### src/rtl/strap_pkg.sv
package strap_pkg;
  typedef struct packed {
    logic trapSet;
    logic trapClr;
    logic grant;
  } ctrlStrobes_t;
endpackage

### src/rtl/strap_ctrl.sv
module strap_ctrl
  import strap_pkg::*;
#(
  parameter int OPC_W = 8,
  parameter logic [OPC_W-1:0] TRAP_OPCODE = '0
) (
  input  logic             clk,
  input  logic             rstN,
  input  logic [OPC_W-1:0] irData,
  input  logic             irLoad,
  input  logic             vecReq,
  input  logic             pendClr,
  output ctrlStrobes_t     strobes,
  output logic             pendingQ
);
  logic trapHit;

  always_comb begin
    trapHit         = irLoad && (irData == TRAP_OPCODE);
    strobes.trapSet = trapHit;
    strobes.trapClr = pendClr && !trapHit;
    strobes.grant   = vecReq;
  end

  always_ff @(posedge clk) begin
    if (!rstN)                pendingQ <= 1'b0;
    else if (strobes.trapSet) pendingQ <= 1'b1;
    else if (strobes.trapClr) pendingQ <= 1'b0;
  end

  assert_trap_sets_R2: assert property (@(posedge clk) disable iff (!rstN)
    (irLoad && irData == TRAP_OPCODE) |=> pendingQ);
  assert_set_beats_clear_R5: assert property (@(posedge clk) disable iff (!rstN)
    (irLoad && irData == TRAP_OPCODE && pendClr) |=> pendingQ);
  assert_clear_works_R4: assert property (@(posedge clk) disable iff (!rstN)
    (pendClr && !(irLoad && irData == TRAP_OPCODE)) |=> !pendingQ);
  assert_no_spurious_R3: assert property (@(posedge clk) disable iff (!rstN)
    (!pendingQ && !(irLoad && irData == TRAP_OPCODE)) |=> !pendingQ);
endmodule

### src/rtl/strap_datapath.sv
module strap_datapath
  import strap_pkg::*;
#(
  parameter int NUM_REQ = 8,
  localparam int VEC_W = $clog2(NUM_REQ + 1)
) (
  input  logic               clk,
  input  logic               rstN,
  input  ctrlStrobes_t       strobes,
  input  logic               pendingQ,
  input  logic [NUM_REQ-1:0] intReq,
  input  logic               globalEn,
  output logic               takenQ,
  output logic [VEC_W-1:0]   vecQ
);
  logic [NUM_REQ-1:0] maskedReq;
  logic [VEC_W-1:0]   winIdx;
  logic               anyReq;

  always_comb begin
    maskedReq = (globalEn && !pendingQ) ? intReq : '0;
    anyReq    = |maskedReq;
    winIdx    = '0;
    for (int i = NUM_REQ - 1; i >= 0; i--) begin
      if (maskedReq[i]) winIdx = VEC_W'(i + 1);
    end
  end

  always_ff @(posedge clk) begin
    if (!rstN) begin
      takenQ <= 1'b0;
      vecQ   <= '0;
    end else if (strobes.grant) begin
      takenQ <= pendingQ || anyReq;
      vecQ   <= pendingQ ? '0 : winIdx;
    end else begin
      takenQ <= 1'b0;
    end
  end

  assert_trap_vector_R6: assert property (@(posedge clk) disable iff (!rstN)
    (strobes.grant && pendingQ) |=> (takenQ && vecQ == '0));
  assert_no_take_idle_R10: assert property (@(posedge clk) disable iff (!rstN)
    !strobes.grant |=> !takenQ);
  assert_masked_off_R8: assert property (@(posedge clk) disable iff (!rstN)
    (strobes.grant && !pendingQ && !globalEn) |=> !takenQ);
  assert_low_bit_R7: assert property (@(posedge clk) disable iff (!rstN)
    (strobes.grant && !pendingQ && globalEn && intReq[0]) |=> (takenQ && vecQ == VEC_W'(1)));
endmodule

### src/rtl/strap_arbiter.sv
module strap_arbiter
  import strap_pkg::*;
#(
  parameter int OPC_W = 8,
  parameter int NUM_REQ = 8,
  parameter logic [OPC_W-1:0] TRAP_OPCODE = '0,
  localparam int VEC_W = $clog2(NUM_REQ + 1)
) (
  input  logic               clk,
  input  logic               rstN,
  input  logic [OPC_W-1:0]   irData,
  input  logic               irLoad,
  input  logic [NUM_REQ-1:0] intReq,
  input  logic               globalEn,
  input  logic               vecReq,
  input  logic               pendClr,
  output logic               trapPending,
  output logic               intTaken,
  output logic [VEC_W-1:0]   vecIndex
);
  ctrlStrobes_t strobes;
  logic         pendingQ;

  strap_ctrl #(.OPC_W(OPC_W), .TRAP_OPCODE(TRAP_OPCODE)) uCtrl (
    .clk(clk), .rstN(rstN), .irData(irData), .irLoad(irLoad),
    .vecReq(vecReq), .pendClr(pendClr), .strobes(strobes), .pendingQ(pendingQ)
  );

  strap_datapath #(.NUM_REQ(NUM_REQ)) uDp (
    .clk(clk), .rstN(rstN), .strobes(strobes), .pendingQ(pendingQ),
    .intReq(intReq), .globalEn(globalEn), .takenQ(intTaken), .vecQ(vecIndex)
  );

  assign trapPending = pendingQ;

  assert_trap_holds_R11: assert property (@(posedge clk) disable iff (!rstN)
    (trapPending && !pendClr) |=> trapPending);
endmodule

### config.mk
export PLATFORM = sky130hd
export DESIGN_NAME = strap_arbiter
export DESIGN_NICKNAME = d
export VERILOG_FILES = /design/src/rtl/strap_pkg.sv /design/src/rtl/strap_ctrl.sv /design/src/rtl/strap_datapath.sv /design/src/rtl/strap_arbiter.sv
export SDC_FILE = /design/constraint.sdc
export NUM_CORES = 1
export LEC_CHECK = 0
export BUFFER_PORTS_ARGS = -buffer_cell sky130_fd_sc_hd__buf_4
export CAP_MARGIN = 20
export CELL_PAD_IN_SITES_DETAIL_PLACEMENT = 2
export CELL_PAD_IN_SITES_GLOBAL_PLACEMENT = 2
export CORE_MARGIN = 4
export CORE_UTILIZATION = 19
export CTS_CLUSTER_DIAMETER = 200
export DETAILED_ROUTE_END_ITERATION = 7
export PLACE_DENSITY_LB_ADDON = 0.1
export SLEW_MARGIN = 10
export SYNTH_ARGS = -nofsm -noshare
export SYNTH_HDL_FRONTEND = slang
export SYNTH_HIERARCHICAL = 1
export SYNTH_SLANG_ARGS = --single-unit
### constraint.sdc
create_clock -name clk -period 1.4 [get_ports clk]
set_clock_uncertainty 0.2 [all_clocks]
set_input_delay 0.14 -clock clk [delete_from_list [all_inputs] [get_ports clk]]
set_output_delay 0.14 -clock clk [all_outputs]
set_load 0.02 [all_outputs]
==> results of run 1 <==
[layer usage]
metal,track usage [%],up-vias,part of all wire (%)
li1,-,208,-
met1,13.64,200,45
met2,15.02,21,44
met3,5.248,0,11
met4,2.620,0,0
met5,0,-,0
[report_power, final]
part           switching, mW  total, mW  internal, mW
clock network         0.0643      0.161        0.0971
registers            0.00194      0.178         0.176
logic                 0.0447      0.110        0.0658
total                  0.111      0.450         0.339
[how the worst min path moves through the flow]
stage,start,endpoint,slack [ps],cells past startpoint
floorplan,intReq[0],uDp/vecQ[1]$_SDFFE_PN0P_,40,1
global placement,intReq[0],uDp/vecQ[1]$_SDFFE_PN0P_,190,2
detailed placement,intReq[1],uDp/vecQ[0]$_SDFFE_PN0P_,190,2
CTS,irData[5],uCtrl/pendingQ$_SDFFE_PN0P_,-30,3
global route,irData[5],uCtrl/pendingQ$_SDFFE_PN0P_,-30,3
finish,irData[5],uCtrl/pendingQ$_SDFFE_PN0P_,-20,3
[worst max-delay path: stages]
cell and delay, ps:
dlygate4sd3_1 540, buf_4 150, nor4_4 290, a32o_1 200
[state kept, by name, summed over array words and instances, names as in the netlist]
signal,count
uDp/takenQ,1
uDp/vecQ,4
uCtrl/pendingQ,1
[cells in the final DEF (no fill, tap or decap), drive strengths merged, types with 2 or more instances in the layout]
cell	instances
buf	28
dfxtp	6
dlygate4sd3	4
nor2	4
clkbuf	3
o31ai	3
nor4	2
inv	2
or4b	2
[stage by stage]
stage / area, µm² / hold slack (ps) / setup slack (ps)
finish: 653.1 / -24.63 / 58.15
global route: 653.1 / -28.23 / 15.28
CTS: 653.1 / -32.06 / 12.56
detailed placement: 590.6 / 185.3 / 120.1
global placement: 590.6 / 187.4 / 140.4
floorplan: 356.6 / 40.86 / 115.2
[cell type report]
type                       count  share of cell area, %
clock buffer                   3                  3.448
inverter                       2                  1.149
multi-input combinational     26                  33.91
sequential                     6                  18.39
tap                           25                  4.789
timing repair buffer          32                  38.31
[what timing repair did]
item                                    4_1_cts  5_1_grt
hold endpoints to repair                      4        1
endpoints found under the setup margin        0        1
resized for setup                             0        1
==> metrics.txt, run 1 <==
status finished with violations; violations in the final reports negative hold slack; die width 51.32 µm; clk sinks 6; crit share post-route 95.85%; GP Congestion between 0.7 and 0.8; first-pass GRT wire length ~2000 µm; Setup CP Type input pin to register; worst slew pin tran between 300 and 400 ps; full die area roughly 0.0026 mm²; clock slew at reported path FFs 40 ps; fin cells 94; Worst Hold Class input pin to register; Die Height 51.32 µm; Worst Reg-to-Reg Cells 3; RSZ-0062 raised after global routing no; max-cap viol count 0; first-pass detailed-route iteration total 4; pin count of the biggest net entering global routing 7; fillers a little over 200; Max Buffers Root-to-Sink 2; Routed Antenna Nets 0; Nets just over 90; drt initial violations 4; number of global-route vias before repair 464; io pins 28; Max Slew Vio Count 0; endpoints failing hold 2; Crit. End Element register; Setup Viol. Count Final 0; synthesized area 356.6 µm²; Leakage 0.2875 nW; share of layout cells above drive strength 1 53.62%; Area growth syn-to-layout 83.16%; vias between 400 and 500; peak supply drop 0.2349 mV; cell count after synthesis 35; sum of negative setup slack 0 ps; Slew Limit Headroom around 80%; placed insts 87; drt drc 0; DR vias/cell between 4 and 5; number of CTS-inserted buffers 3; FF-to-FF setup slack between 150 and 200 ps; reg-to-reg startpoint uCtrl/pendingQ$_SDFFE_PN0P_; Fmax ~750 MHz; total core area between 0.0015 and 0.002 mm²; Tmin final approximately 1300 ps; footprint of the multi-input gates about 220 µm²; post-CTS setup buffers 0; crit path from intReq[1]; average wire per standard cell between 10 and 15 µm; average cell area after synthesis 10.19 µm²; port bufs 27; largest fanout on the critical path 4; clk_lat worst skew ~240 ps; Post-CTS Hold Buffers 4; worst r2r dst uDp/vecQ[3]$_SDFFE_PN0P_; Reg area 120.1 µm²; final core occ 37.42%; Total Wirelength 1145 µm; PD cells a little under 700 mW/mm²; row cnt 15; CP required ~1400 ps; GR Overflow Total 0; Worst Setup Start Kind input pin; overall power 0.4497 mW; yosys warns 6; Worst EP arrival 1320 ps; Mapped Nets 57; clock root buffer clkbuf_4; overall routing resource usage approximately a tenth; worst setup path end uDp/vecQ[3]$_SDFFE_PN0P_; CTS tree built; initial antenna violation count 0; H-tree levels 1; WHS -24.63 ps; Starting Density roughly a fifth; diodes inserted 0
Power figures use the tool's default switching activity.
==> run 2: changes to the inputs <==
- PLACE_DENSITY: default -> 0.78
- PLACE_DENSITY_LB_ADDON: 0.1 -> default
- SLEW_MARGIN: 10 -> 15
==> metrics.txt, run 2 (synthesis gave the netlist of run 1 again) <==
status finished with violations; violations in the final reports negative hold slack; H-tree levels 1; WHS -33.96 ps; max-cap viol count 0; io pins 28; die width between 50 and 60 µm; worst slew pin tran roughly 320 ps; cell family with most CP delay buffers and inverters; clk sinks 6; Max Buffers Root-to-Sink 2; share of layout cells above drive strength 1 54.67%; first-pass GRT wire length ~2500 µm; Largest regs uDp/vecQ x4, uCtrl/pendingQ x1, uDp/takenQ x1; Leakage ~0.33 nW; Tmin final between 1000 and 1500 ps; peak supply drop around 0.36 mV; clock root buffer clkbuf_4; number of buffers and inverters on the critical path 2; PD cells between 600 and 700 mW/mm²; pin count of the biggest net entering global routing 6; DR vias/cell approximately 4.7; Placement Cell Area between 500 and 600 µm²; most frequent cells in the layout buf_4 (29), dlygate4sd3_1 (7), dfxtp_1 (6); Top reg by flops uDp/vecQ; GP Congestion ~0.68; endpoints failing hold 1; crit share post-route a little over nine tenths; number of CTS-inserted buffers 3; worst stage delay on the critical path between 500 and 600 ps; port bufs 27; design area approximately 730 µm²; Total Wirelength 1718 µm; fillers 204; Worst Hold Class input pin to register; first-pass detailed-route iteration total 3; vias roughly 470; clock slew at reported path FFs about 60 ps; footprint of the multi-input gates about 240 µm²; commonest non-fill, non-tap cell in the layout buf_4; Reg area around 120 µm²; Worst EP arrival around 1300 ps; CTS tree built; Slew Limit Headroom about four fifths; Max Slew Vio Count 0; Nets just under 100; worst path cell trace dlygate4sd3_1 > buf_4 > or2_2 > o31ai_2; number of global-route vias before repair approximately 520; largest fanout on the critical path 1; total core area about 0.0017 mm²; Crit. End Element register; Area growth syn-to-layout 104.6%; average wire per standard cell approximately 17 µm; Setup CP Type input pin to register; drt initial violations 1; max FFs per register 4; row cnt 15; diodes inserted 0; Die Height 51.32 µm; drt drc 0; CP required between 1000 and 1500 ps; clk_lat worst skew approximately 260 ps; sum of negative setup slack 0 ps; CP max stage cell dlygate4sd3_1; full die area 0.002634 mm²; GR Overflow Total 0; overall routing resource usage a little over an eighth; Worst Setup Start Kind input pin; Routed Antenna Nets 0; Setup Viol. Count Final 0; Post-CTS Hold Buffers 8; initial antenna violation count 0; Fmax 732.5 MHz; DP HPWL about 1100 µm; Starting Density 20.43%
-- run 2: path summary, 6_finish.rpt --
check                               from  slack, ps                           to  depth (start not counted)
max                            irData[2]         30  uCtrl/pendingQ$_SDFFE_PN0P_                          4
max reg2reg  uCtrl/pendingQ$_SDFFE_PN0P_        120     uDp/vecQ[3]$_SDFFE_PN0P_                          3
min                            irData[6]        -30  uCtrl/pendingQ$_SDFFE_PN0P_                          3
min reg2reg     uDp/vecQ[1]$_SDFFE_PN0P_        260     uDp/vecQ[1]$_SDFFE_PN0P_                          2
-- run 2: timing repair --
| action | 4_1_cts | 5_1_grt |
|---|---|---|
| setup buffers | 0 | 2 |
| endpoints found under the hold margin | 5 | 1 |
| resized for setup | 0 | 6 |
| setup endpoints to repair | 0 | 4 |
-- run 2: routing by layer --
layer  up-vias  routed length, µm  track usage [%]
met5         -                  0                0
li1        217                  -                -
met1       230                615            15.61
met3         5                 81            3.499
met2        15                994            21.46
met4         0                 27            6.550
-- run 2: area by class of cell --
class	count	share of cell area, %
Clock buffer	3	3.087
Inverter	2	1.029
Multi-Input combinational cell	26	32.42
Sequential cell	6	16.47
Tap cell	25	4.288
Timing Repair Buffer	38	42.71
-- run 2: stage by stage --
step                      total power [mW]  setup slack [ps]  cells  util, %
after floorplan                     0.2130             115.2     35        -
after global placement              0.2811             133.2     87    33.84
after detailed placement            0.2842             96.27     87    33.84
after CTS                           0.4744             2.358     98    39.71
after global routing                0.5089            -29.49    100    41.79
final                               0.4864             34.83    100    41.79
-- run 2: power breakdown --
group	internal (mW)	total (mW)	switching (mW)
clock network	0.0979	0.174	0.0758
logic	0.0790	0.135	0.0563
registers	0.176	0.177	0.00179
total	0.352	0.486	0.134
-- run 2: worst min-delay path, delay by kind of cell --
kind	cells	cell delay (ps)
compound gates	1	50
buf+inv	1	80
simple gates	1	110
